[config.mk]
export PLATFORM = sky130hd
export DESIGN_NAME = bitop_unit
export DESIGN_NICKNAME = d
export VERILOG_FILES = /design/src/rtl/bitop_pkg.sv /design/src/rtl/bmu_scrambler.sv /design/src/rtl/bmu_convenc.sv /design/src/rtl/bmu_puncture.sv /design/src/rtl/bitop_unit.sv
export SDC_FILE = /design/constraint.sdc
export NUM_CORES = 1
export LEC_CHECK = 0
export CORE_UTILIZATION = 65
export CTS_BUF_LIST = sky130_fd_sc_hd__clkbuf_2 sky130_fd_sc_hd__clkbuf_4 sky130_fd_sc_hd__clkbuf_8
export CTS_CLUSTER_SIZE = 12
export DETAILED_ROUTE_END_ITERATION = 8
export PLACE_DENSITY_LB_ADDON = 0.1
export SYNTH_ARGS = -nofsm -noshare
export SYNTH_HDL_FRONTEND = slang
export SYNTH_SLANG_ARGS = --single-unit
[constraint.sdc]
create_clock -name clk -period 26.7 [get_ports clk]
set_input_delay 2.67 -clock clk [delete_from_list [all_inputs] [get_ports clk]]
set_output_delay 2.67 -clock clk [all_outputs]
set_load 0.01 [all_outputs]
[src/rtl/bitop_pkg.sv]
package bitop_pkg;

    localparam int OP_W        = 3;
    localparam int SCR_LEN     = 7;
    localparam int SCR_TAP_NEAR = 3;  // delay-4 tap of x^4
    localparam int SCR_TAP_FAR  = 6;  // delay-7 tap of x^7

    typedef enum logic [OP_W-1:0] {
        OP_SEED   = 3'd0,
        OP_TAPS   = 3'd1,
        OP_SCRAM  = 3'd2,
        OP_CONV   = 3'd3,
        OP_MUX    = 3'd4,
        OP_PUNCT  = 3'd5,
        OP_RSV6   = 3'd6,
        OP_RSV7   = 3'd7
    } bop_e;

    typedef struct packed {
        logic ld_seed;
        logic ld_taps;
        logic scr_step;
        logic enc_step;
    } bop_ctl_t;

    function automatic bop_ctl_t decode_op(input logic fire, input logic [OP_W-1:0] op);
        bop_ctl_t c;
        c = '0;
        if (fire) begin
            case (bop_e'(op))
                OP_SEED:  c.ld_seed  = 1'b1;
                OP_TAPS:  c.ld_taps  = 1'b1;
                OP_SCRAM: c.scr_step = 1'b1;
                OP_CONV:  c.enc_step = 1'b1;
                default:  c = '0;
            endcase
        end
        return c;
    endfunction

endpackage

[src/rtl/bmu_scrambler.sv]
module bmu_scrambler
    import bitop_pkg::*;
#(
    parameter int W = 16
) (
    input  logic               clk,
    input  logic               rst,
    input  logic               load,
    input  logic [SCR_LEN-1:0] seed,
    input  logic               step,
    input  logic [W-1:0]       din,
    output logic [W-1:0]       dout
);

    logic [SCR_LEN-1:0] state_q;
    logic [SCR_LEN-1:0] state_n;

    always_comb begin
        logic [SCR_LEN-1:0] s;
        logic y;
        s    = state_q;
        dout = '0;
        for (int i = 0; i < W; i++) begin
            y       = din[i] ^ s[SCR_TAP_NEAR] ^ s[SCR_TAP_FAR];
            dout[i] = y;
            s       = {s[SCR_LEN-2:0], y};
        end
        state_n = s;
    end

    always_ff @(posedge clk) begin
        if (rst) begin
            state_q <= '0;
        end else if (load) begin
            state_q <= seed;
        end else if (step) begin
            state_q <= state_n;
        end
    end

endmodule

[src/rtl/bmu_convenc.sv]
module bmu_convenc #(
    parameter int W = 16,
    parameter int K = 9
) (
    input  logic         clk,
    input  logic         rst,
    input  logic         load_hist,
    input  logic [K-2:0] hist_seed,
    input  logic         load_taps,
    input  logic [K-1:0] taps_a,
    input  logic [K-1:0] taps_b,
    input  logic         step,
    input  logic [W-1:0] din,
    output logic [W-1:0] code_a,
    output logic [W-1:0] code_b
);

    localparam int HL = K - 1;

    logic [HL-1:0] hist_q;
    logic [HL-1:0] hist_n;
    logic [K-1:0]  mask_a_q;
    logic [K-1:0]  mask_b_q;

    always_comb begin
        logic [HL-1:0] h;
        logic [K-1:0]  win;
        h      = hist_q;
        code_a = '0;
        code_b = '0;
        for (int i = 0; i < W; i++) begin
            win       = {h, din[i]};
            code_a[i] = ^(win & mask_a_q);
            code_b[i] = ^(win & mask_b_q);
            h         = win[HL-1:0];
        end
        hist_n = h;
    end

    always_ff @(posedge clk) begin
        if (rst) begin
            hist_q   <= '0;
            mask_a_q <= '0;
            mask_b_q <= '0;
        end else begin
            if (load_hist) begin
                hist_q <= hist_seed;
            end else if (step) begin
                hist_q <= hist_n;
            end
            if (load_taps) begin
                mask_a_q <= taps_a;
                mask_b_q <= taps_b;
            end
        end
    end

endmodule

[src/rtl/bmu_puncture.sv]
module bmu_puncture #(
    parameter int W  = 16,
    localparam int KW = $clog2(W + 1)
) (
    input  logic [W-1:0]  din,
    input  logic [W-1:0]  keep,
    output logic [W-1:0]  packed_bits,
    output logic [KW-1:0] kept
);

    always_comb begin
        int slot;
        slot        = 0;
        packed_bits = '0;
        for (int i = 0; i < W; i++) begin
            if (keep[i]) begin
                packed_bits[slot] = din[i];
                slot = slot + 1;
            end
        end
        kept = KW'(slot);
    end

endmodule

[src/rtl/bitop_unit.sv]
module bitop_unit
    import bitop_pkg::*;
#(
    parameter int W  = 16,
    parameter int K  = 9,
    localparam int OW = 2 * W,
    localparam int CW = $clog2(OW + 1),
    localparam int KW = $clog2(W + 1)
) (
    input  logic            clk,
    input  logic            rst,
    input  logic            in_valid,
    output logic            in_ready,
    input  logic [OP_W-1:0] in_op,
    input  logic [W-1:0]    in_a,
    input  logic [W-1:0]    in_b,
    output logic            out_valid,
    input  logic            out_ready,
    output logic [OW-1:0]   out_data,
    output logic [CW-1:0]   out_count
);

    logic     fire;
    bop_ctl_t ctl;

    logic [W-1:0]  scr_word;
    logic [W-1:0]  enc_a;
    logic [W-1:0]  enc_b;
    logic [W-1:0]  pun_word;
    logic [KW-1:0] pun_cnt;
    logic [W-1:0]  lane_even;
    logic [W-1:0]  lane_odd;
    logic [OW-1:0] woven;
    logic [OW-1:0] res_data;
    logic [CW-1:0] res_count;

    assign in_ready = !out_valid || out_ready;
    assign fire     = in_valid && in_ready;
    assign ctl      = decode_op(fire, in_op);

    bmu_scrambler #(.W(W)) u_scr (
        .clk  (clk),
        .rst  (rst),
        .load (ctl.ld_seed),
        .seed (in_a[SCR_LEN-1:0]),
        .step (ctl.scr_step),
        .din  (in_a),
        .dout (scr_word)
    );

    bmu_convenc #(.W(W), .K(K)) u_enc (
        .clk       (clk),
        .rst       (rst),
        .load_hist (ctl.ld_seed),
        .hist_seed (in_b[K-2:0]),
        .load_taps (ctl.ld_taps),
        .taps_a    (in_a[K-1:0]),
        .taps_b    (in_b[K-1:0]),
        .step      (ctl.enc_step),
        .din       (in_a),
        .code_a    (enc_a),
        .code_b    (enc_b)
    );

    bmu_puncture #(.W(W)) u_pun (
        .din         (in_a),
        .keep        (in_b),
        .packed_bits (pun_word),
        .kept        (pun_cnt)
    );

    // The encoder reuses the bit-weaving network of the multiplex operation.
    assign lane_even = (bop_e'(in_op) == OP_CONV) ? enc_a : in_a;
    assign lane_odd  = (bop_e'(in_op) == OP_CONV) ? enc_b : in_b;

    for (genvar g = 0; g < W; g++) begin : g_weave
        assign woven[2*g]   = lane_even[g];
        assign woven[2*g+1] = lane_odd[g];
    end

    always_comb begin
        res_data  = '0;
        res_count = '0;
        case (bop_e'(in_op))
            OP_SCRAM: begin
                res_data  = {{W{1'b0}}, scr_word};
                res_count = CW'(W);
            end
            OP_CONV, OP_MUX: begin
                res_data  = woven;
                res_count = CW'(OW);
            end
            OP_PUNCT: begin
                res_data  = {{W{1'b0}}, pun_word};
                res_count = CW'(pun_cnt);
            end
            default: begin
                res_data  = '0;
                res_count = '0;
            end
        endcase
    end

    always_ff @(posedge clk) begin
        if (rst) begin
            out_valid <= 1'b0;
            out_data  <= '0;
            out_count <= '0;
        end else if (fire) begin
            out_valid <= 1'b1;
            out_data  <= res_data;
            out_count <= res_count;
        end else if (out_ready) begin
            out_valid <= 1'b0;
        end
    end

endmodule

Word level (Yosys, flattened, before mapping)
Index checks and enable logic that the tools add are counted.
Cells by class
  bitwise logic cells: 64
  add/sub/neg operators: 15
  reduce and logical (&&, ||, !) cells: 55
  equality and inequality tests: 5
  magnitude comparators: 30
  mux-type cells: 92
Operator list (count)
  >= comparator 32 x 1 -> 1 bit, second input constant: 14
  < comparator 32 x 6 -> 1 bit, second input constant: 14
  2-to-1 mux 32 bit: 14
  adder 32 x 2 -> 32 bit, second input constant: 13
  AND 9 bit: 32
  parity 9 bit: 32
  2-to-1 mux 16 bit: 17
  bitwise mux 16 bit: 15
  case mux 32 bit (3 select lines): 1
  demux 1 bit (select 4 bit): 15
  XOR 1 bit: 32
  2-to-1 mux 1 bit: 23
  case mux 6 bit (3 select lines): 1
  logical AND 1 bit: 16
  2-to-1 mux 8 bit: 2
  2-to-1 mux 7 bit: 2
  == test 3 x 2 -> 1 bit, second input constant: 2
  == test 3 bit, second input constant: 2
  nonzero test 2 bit: 3
  adder 5 x 2 -> 5 bit, second input constant: 1
  < comparator 1 x 5 -> 1 bit, second input constant: 1
  2-to-1 mux 5 bit: 1
  2-to-1 mux 4 bit: 1
  == test 3 x 1 -> 1 bit, second input constant: 1
  6 further kinds: 6
Word-level totals
  register bits: 72
  input port bits: 39
  logic and storage cells: 268
  output and inout port bits: 40

Longest topological paths before layout
  depth in word-level cells: 36
  gate-level depth with buffers: 53
  mapped depth without buffers: 53

Hierarchy
A second synthesis with hierarchy kept.
Unflattened totals
  cells, all modules: 2002
  area, all modules: 14805.4 µm²
Modules (own cells, without submodules)
  bmu_puncture: cells an instance 1031, sequential area each 0.0 µm², area an instance 6929.1 µm², times used 1
  bmu_convenc: cells an instance 678, sequential area each 520.5 µm², area an instance 4972.3 µm², times used 1
  bitop_unit: cells an instance 223, sequential area each 780.7 µm², area an instance 2190.9 µm², times used 1
  bmu_scrambler: cells an instance 70, sequential area each 140.1 µm², area an instance 713.2 µm², times used 1

Worst setup path after synthesis
Ideal clock, no wire load.
  kind: in2reg
  from: input in_b[0]
  to: register out_data[8]
  slack: 14071 ps
  stages on the path: 49
  data required time: 26599 ps
  arrival time: 12528 ps
  cells stage by stage: fa_1 -> ha_1 -> nand2b_1 -> o21ai_0 -> inv_1 -> ha_1 -> nand2_1 -> o21ai_0 -> ha_1 -> inv_1 -> a32oi_1 -> nand2_1 -> inv_1 -> ha_1 -> nand2_1 -> o21ai_0 -> ha_1 -> nand2_1 -> (+13 left out) -> ha_1 -> mux2i_1 -> a31oi_1 -> ha_1 -> mux2i_1 -> inv_1 -> ha_1 -> a21o_1 -> ha_1 -> nand2_1 -> or4b_1 -> a211oi_2 -> a211oi_1 -> nor4b_4 -> buf_6 -> nand3_2 -> o32a_1 -> o41ai_1
Between the ends
  word-level cells in the longest chain between the ends: 36
  elaborated cells on any way between the ends: 135
RTL lines
  start, declared: line bitop_unit.sv:16  | input logic [W-1:0] in_b,
  2-to-1 mux 1 bit *: line bmu_puncture.sv:16  | if (keep[i]) begin
  adder 1 x 1 -> 2 bit, or another cell as far along: line bmu_puncture.sv:18  | slot = slot + 1;
  2-to-1 mux 32 bit or logical AND 1 bit (tied branches): line bmu_puncture.sv:16, bmu_puncture.sv:17
  adder 32 x 2 -> 32 bit, or another cell as far along: line bmu_puncture.sv:18
  2-to-1 mux 32 bit, or another cell as far along: line bmu_puncture.sv:16
  adder 32 x 2 -> 32 bit, or another cell as far along: line bmu_puncture.sv:18
  2-to-1 mux 32 bit, or another cell as far along: line bmu_puncture.sv:16
  adder 32 x 2 -> 32 bit, or another cell as far along: line bmu_puncture.sv:18
  (+20 left out)
  2-to-1 mux 32 bit, or another cell as far along: line bmu_puncture.sv:16
  >= comparator 32 x 1 -> 1 bit (not written as such), or another cell as far along: line bmu_puncture.sv:17  | packed_bits[slot] = din[i];
  logical AND 1 bit (not written as such), or another cell as far along: line bmu_puncture.sv:17
  2-to-1 mux 1 bit (not written as such) or bitwise mux 16 bit (tied branches): line bmu_puncture.sv:17
  demux 1 bit (select 4 bit) or 2-to-1 mux 16 bit (tied branches)
  bitwise mux 16 bit: line bmu_puncture.sv:17
  2-to-1 mux 16 bit *: line bmu_puncture.sv:16
  case mux 32 bit (3 select lines) *: line bitop_unit.sv:84  | case (bop_e'(in_op))
  end signal, assigned: line bitop_unit.sv:111  | out_data <= res_data;
  end, declared: line bitop_unit.sv:19  | output logic [OW-1:0] out_data,
Every way passes the cells marked *; elsewhere a longest branch is shown, timed or not.
A chain may end at the register's enable or synchronous reset.

Final worst setup path
  from: input in_b[2]
  to: register out_data[1]
Between the ends
  word-level cells in the longest chain between the ends: 32
  elaborated cells on any way between the ends: 118
RTL lines (line)
  2-to-1 mux 32 bit: bmu_puncture.sv:16
  adder 32 x 2 -> 32 bit, or another cell as far along: bmu_puncture.sv:18
  2-to-1 mux 32 bit or logical AND 1 bit (tied branches): bmu_puncture.sv:16, bmu_puncture.sv:17
  adder 32 x 2 -> 32 bit, or another cell as far along: bmu_puncture.sv:18
  2-to-1 mux 32 bit, or another cell as far along: bmu_puncture.sv:16
  adder 32 x 2 -> 32 bit, or another cell as far along: bmu_puncture.sv:18
  2-to-1 mux 32 bit, or another cell as far along: bmu_puncture.sv:16
  adder 32 x 2 -> 32 bit, or another cell as far along: bmu_puncture.sv:18
  (+16 left out)
  2-to-1 mux 32 bit, or another cell as far along: bmu_puncture.sv:16
  >= comparator 32 x 1 -> 1 bit (not written as such), or another cell as far along: bmu_puncture.sv:17
  logical AND 1 bit (not written as such), or another cell as far along: bmu_puncture.sv:17
  2-to-1 mux 1 bit (not written as such) or bitwise mux 16 bit (tied branches): bmu_puncture.sv:17
  demux 1 bit (select 4 bit) or 2-to-1 mux 16 bit (tied branches)
  bitwise mux 16 bit: bmu_puncture.sv:17
  2-to-1 mux 16 bit *: bmu_puncture.sv:16
  case mux 32 bit (3 select lines) *: bitop_unit.sv:84
Marked as above.

==> run summary <==
Worst setup path category - in -> reg
Peak supply drop - 0.07927 mV
CTS Root Cell - clkbuf_8
DP Area - 14,840 um^2
Final Hold Viols - 0
IO Pins - 79
Pre-CTS setup slack - 11,250 ps
Final core utilization - 0.7082
Yosys Warn Count - 0
Slew Limit Fails - 0
RSZ-0062 raised after global routing - no
First-pass GRT wire length - 79.38 mm
P_leak - 4.944 nW
Final Power - 1.181 mW
Ys flop type - dfxtp_1
Async S/R FF share, synth - 0
Max incr delay on CP - 800 ps
Total GRT Usage - 0.4504
Clock share of power - 0.074
Chip width - 149.8 um
Initial antenna violation count - 0
Fin Hold WS - 485.4 ps
Switching Share - 0.6073
Distinct cells, synth - 99
Vias - 15,940
Total global routing overflow - 0
Inst Count DP - 2,309
Simple-Gate Fraction of Synth Area - 0.2938
CTS H-tree depth - 3
Most common cell after layout, fill and taps aside - nand2_1
DRC - 0
Post-Synth Adder-Cell Area - 0.04972
Mean Syn Cell Area - 6.774 um^2
Via/cell ratio - 6.851
Setup-failing EPs final - 0
Final #Nets - 2,139
Net Switching - 0.7172 mW
CTS-repair resized insts - 0
Mapped Area - 14,190 um^2
Sequential power share - 0.101
Slew @ Worst Pin - 1251 ps
HP Class - reg -> reg
Worst setup SP type - input port
Setup bufs post-CTS - 0
Seq/Total Area, Yosys - 0.1016
Core Box Area - 21,220 um^2
Pwr dens - 78.58 nW/um^2
Setup TNS - 0 ps
Skew-Pair Late Insertion Delay - 380 ps
Iteration-0 DRC Markers - 2,182
Drt pass-1 iters - 7
Most frequent cells in the layout - 468 x nand2_1, 247 x xnor2_1, 134 x nor2_1
Layout cell share with drive strength beyond 1 - 0.05756
TritonCTS clock tree - done
Row Count - 53
Period minus WS final - 15,300 ps
Number of max-cap violations - 0
Internal power - 0.4637 mW
Worst path required time - 27,010 ps
Most used cell, CP - ha_1
P&R area growth vs syn - 5.889%
Synth Instances - 2,095
Fill cell count - 1,857
Yosys reg bits - 72
Fin crit share - 0.5730
Setup ws final - 11,400 ps
Cts bufs inserted - 9
Dpl hpwl - 36.52 mm
Post-route insts no fill - 2,326
Largest net degree at the start of global routing - 77
Mux cell area share after synthesis - 0.04743
Vias in the first global route - 14,440
Final instance area - 15,030 um^2
Worst path arrival time - 15,610 ps
Post-synthesis xor/xnor area fraction - 0.2275
Status - finished clean
# clock sinks - 72
Post-synth EDFFs - 0
Die area - 22,430 um^2
Cts-stage hold buffer count - 0
DR WL/cell - 21.69 um
Comb power frac - 0.825
Skew final - 6.152 ps
Slew HR - 0.1557
Worst Setup End Kind - flop
Die span in y - 149.8 um
Syn Nets - 2,189
Crit-path max FO - 14
Post-route ant nets - 0
Reg clk slew, reported paths - 90 ps
Synth Area in Compound Gates - 0.2245
Largest family of logic cells by synthesized area - simple AND/OR/NAND/NOR gates
Routed wire length - 50.45 mm
Critical Path Slowest Stage Cell - fa_1
Initial Util - 0.6688
Gp weighted congestion - 1.039
IO Port Bufs - 78
Maximum clock rate - 65.36 MHz
CTS Buffer Depth - 2
path summary, 6_finish.rpt:
check                   start         endpoint  slack [ps]  cells after the start
max reg2reg  u_scr.state_q[5]      out_data[5]       23690                      8
max                   in_b[2]      out_data[1]       11400                     49
min reg2reg   u_enc.hist_q[7]  u_enc.hist_q[7]         490                      2
min           u_enc.hist_q[7]  u_enc.hist_q[7]         490                      2
cells by family (layout without fill, tap and decap cells):
| group | count (synthesis) | in the layout |
|---|---|---|
| flops | 72 | 72 |
| fa+ha+maj | 56 | 56 |
| compound gates | 447 | 447 |
| other cells | 0 | 1 |
| buf+inv | 199 | 154 |
| mux | 65 | 65 |
| simple gates | 916 | 916 |
| xor+xnor | 340 | 340 |
sequential cells by signal, summed over array words and instances (netlist names):
register / cells
u_enc.hist_q: 8
out_data: 32
u_enc.mask_b_q: 9
out_valid: 1
u_scr.state_q: 7
out_count: 6
u_enc.mask_a_q: 9
layout make-up:
class | instances | area, um^2 | share of cell area
multi-input cells | 1824 | 11970 | 0.7966
flip-flops and latches | 72 | 1441 | 0.09591
repair buffers | 100 | 940.9 | 0.06261
well taps | 275 | 344.1 | 0.02290
inverters | 38 | 142.6 | 0.009491
clock buffers | 9 | 123.9 | 0.008242
clock inverters | 7 | 61.31 | 0.004080
diodes | 1 | 2.502 | 0.0001665
Yosys cell counts, types with 18 or more instances:
library cell	n	share of area
nor3_1	63	0.022
nand2_1	469	0.12
and2_1	29	0.013
nand4_1	26	0.011
xor2_1	73	0.045
a211oi_1	30	0.016
o211ai_1	20	0.011
o21ai_0	65	0.023
a21oi_1	86	0.030
ha_1	54	0.048
inv_1	34	0.0090
mux2i_1	47	0.033
dfxtp_1	72	0.10
nor2_1	134	0.035
mux2_2	18	0.014
nand3_1	75	0.026
clkbuf_1	133	0.035
xnor2_1	247	0.15
a22oi_1	38	0.020
o22ai_1	18	0.0079
nor4_1	23	0.010
per-layer routing:
layer	global-route usage	share of wire	vias up
met2	0.7093	0.44	1092
met1	0.5849	0.38	7359
li1	-	-	7265
met5	0	0	-
met4	0.2318	0.057	0
met3	0.08171	0.12	220
worst max-delay path: cells and delay by family:
family	cells	cell delay, ps
adders and majority gates	13	4480
AOI/OAI and AO/OA	14	3210
and+or+nand+nor	13	3320
buffers and inverters	6	1200
muxes	3	730
power groups by stage:
stage | sequential (mW) | combinational [mW] | clock (mW)
floorplan | 0.117 | 0.712 | 0
global placement | 0.121 | 0.916 | 0
detailed placement | 0.121 | 0.933 | 0
CTS | 0.118 | 0.938 | 0.0868
global route | 0.119 | 1.05 | 0.0913
finish | 0.119 | 0.975 | 0.0874
(Power assumes the default switching activity.)
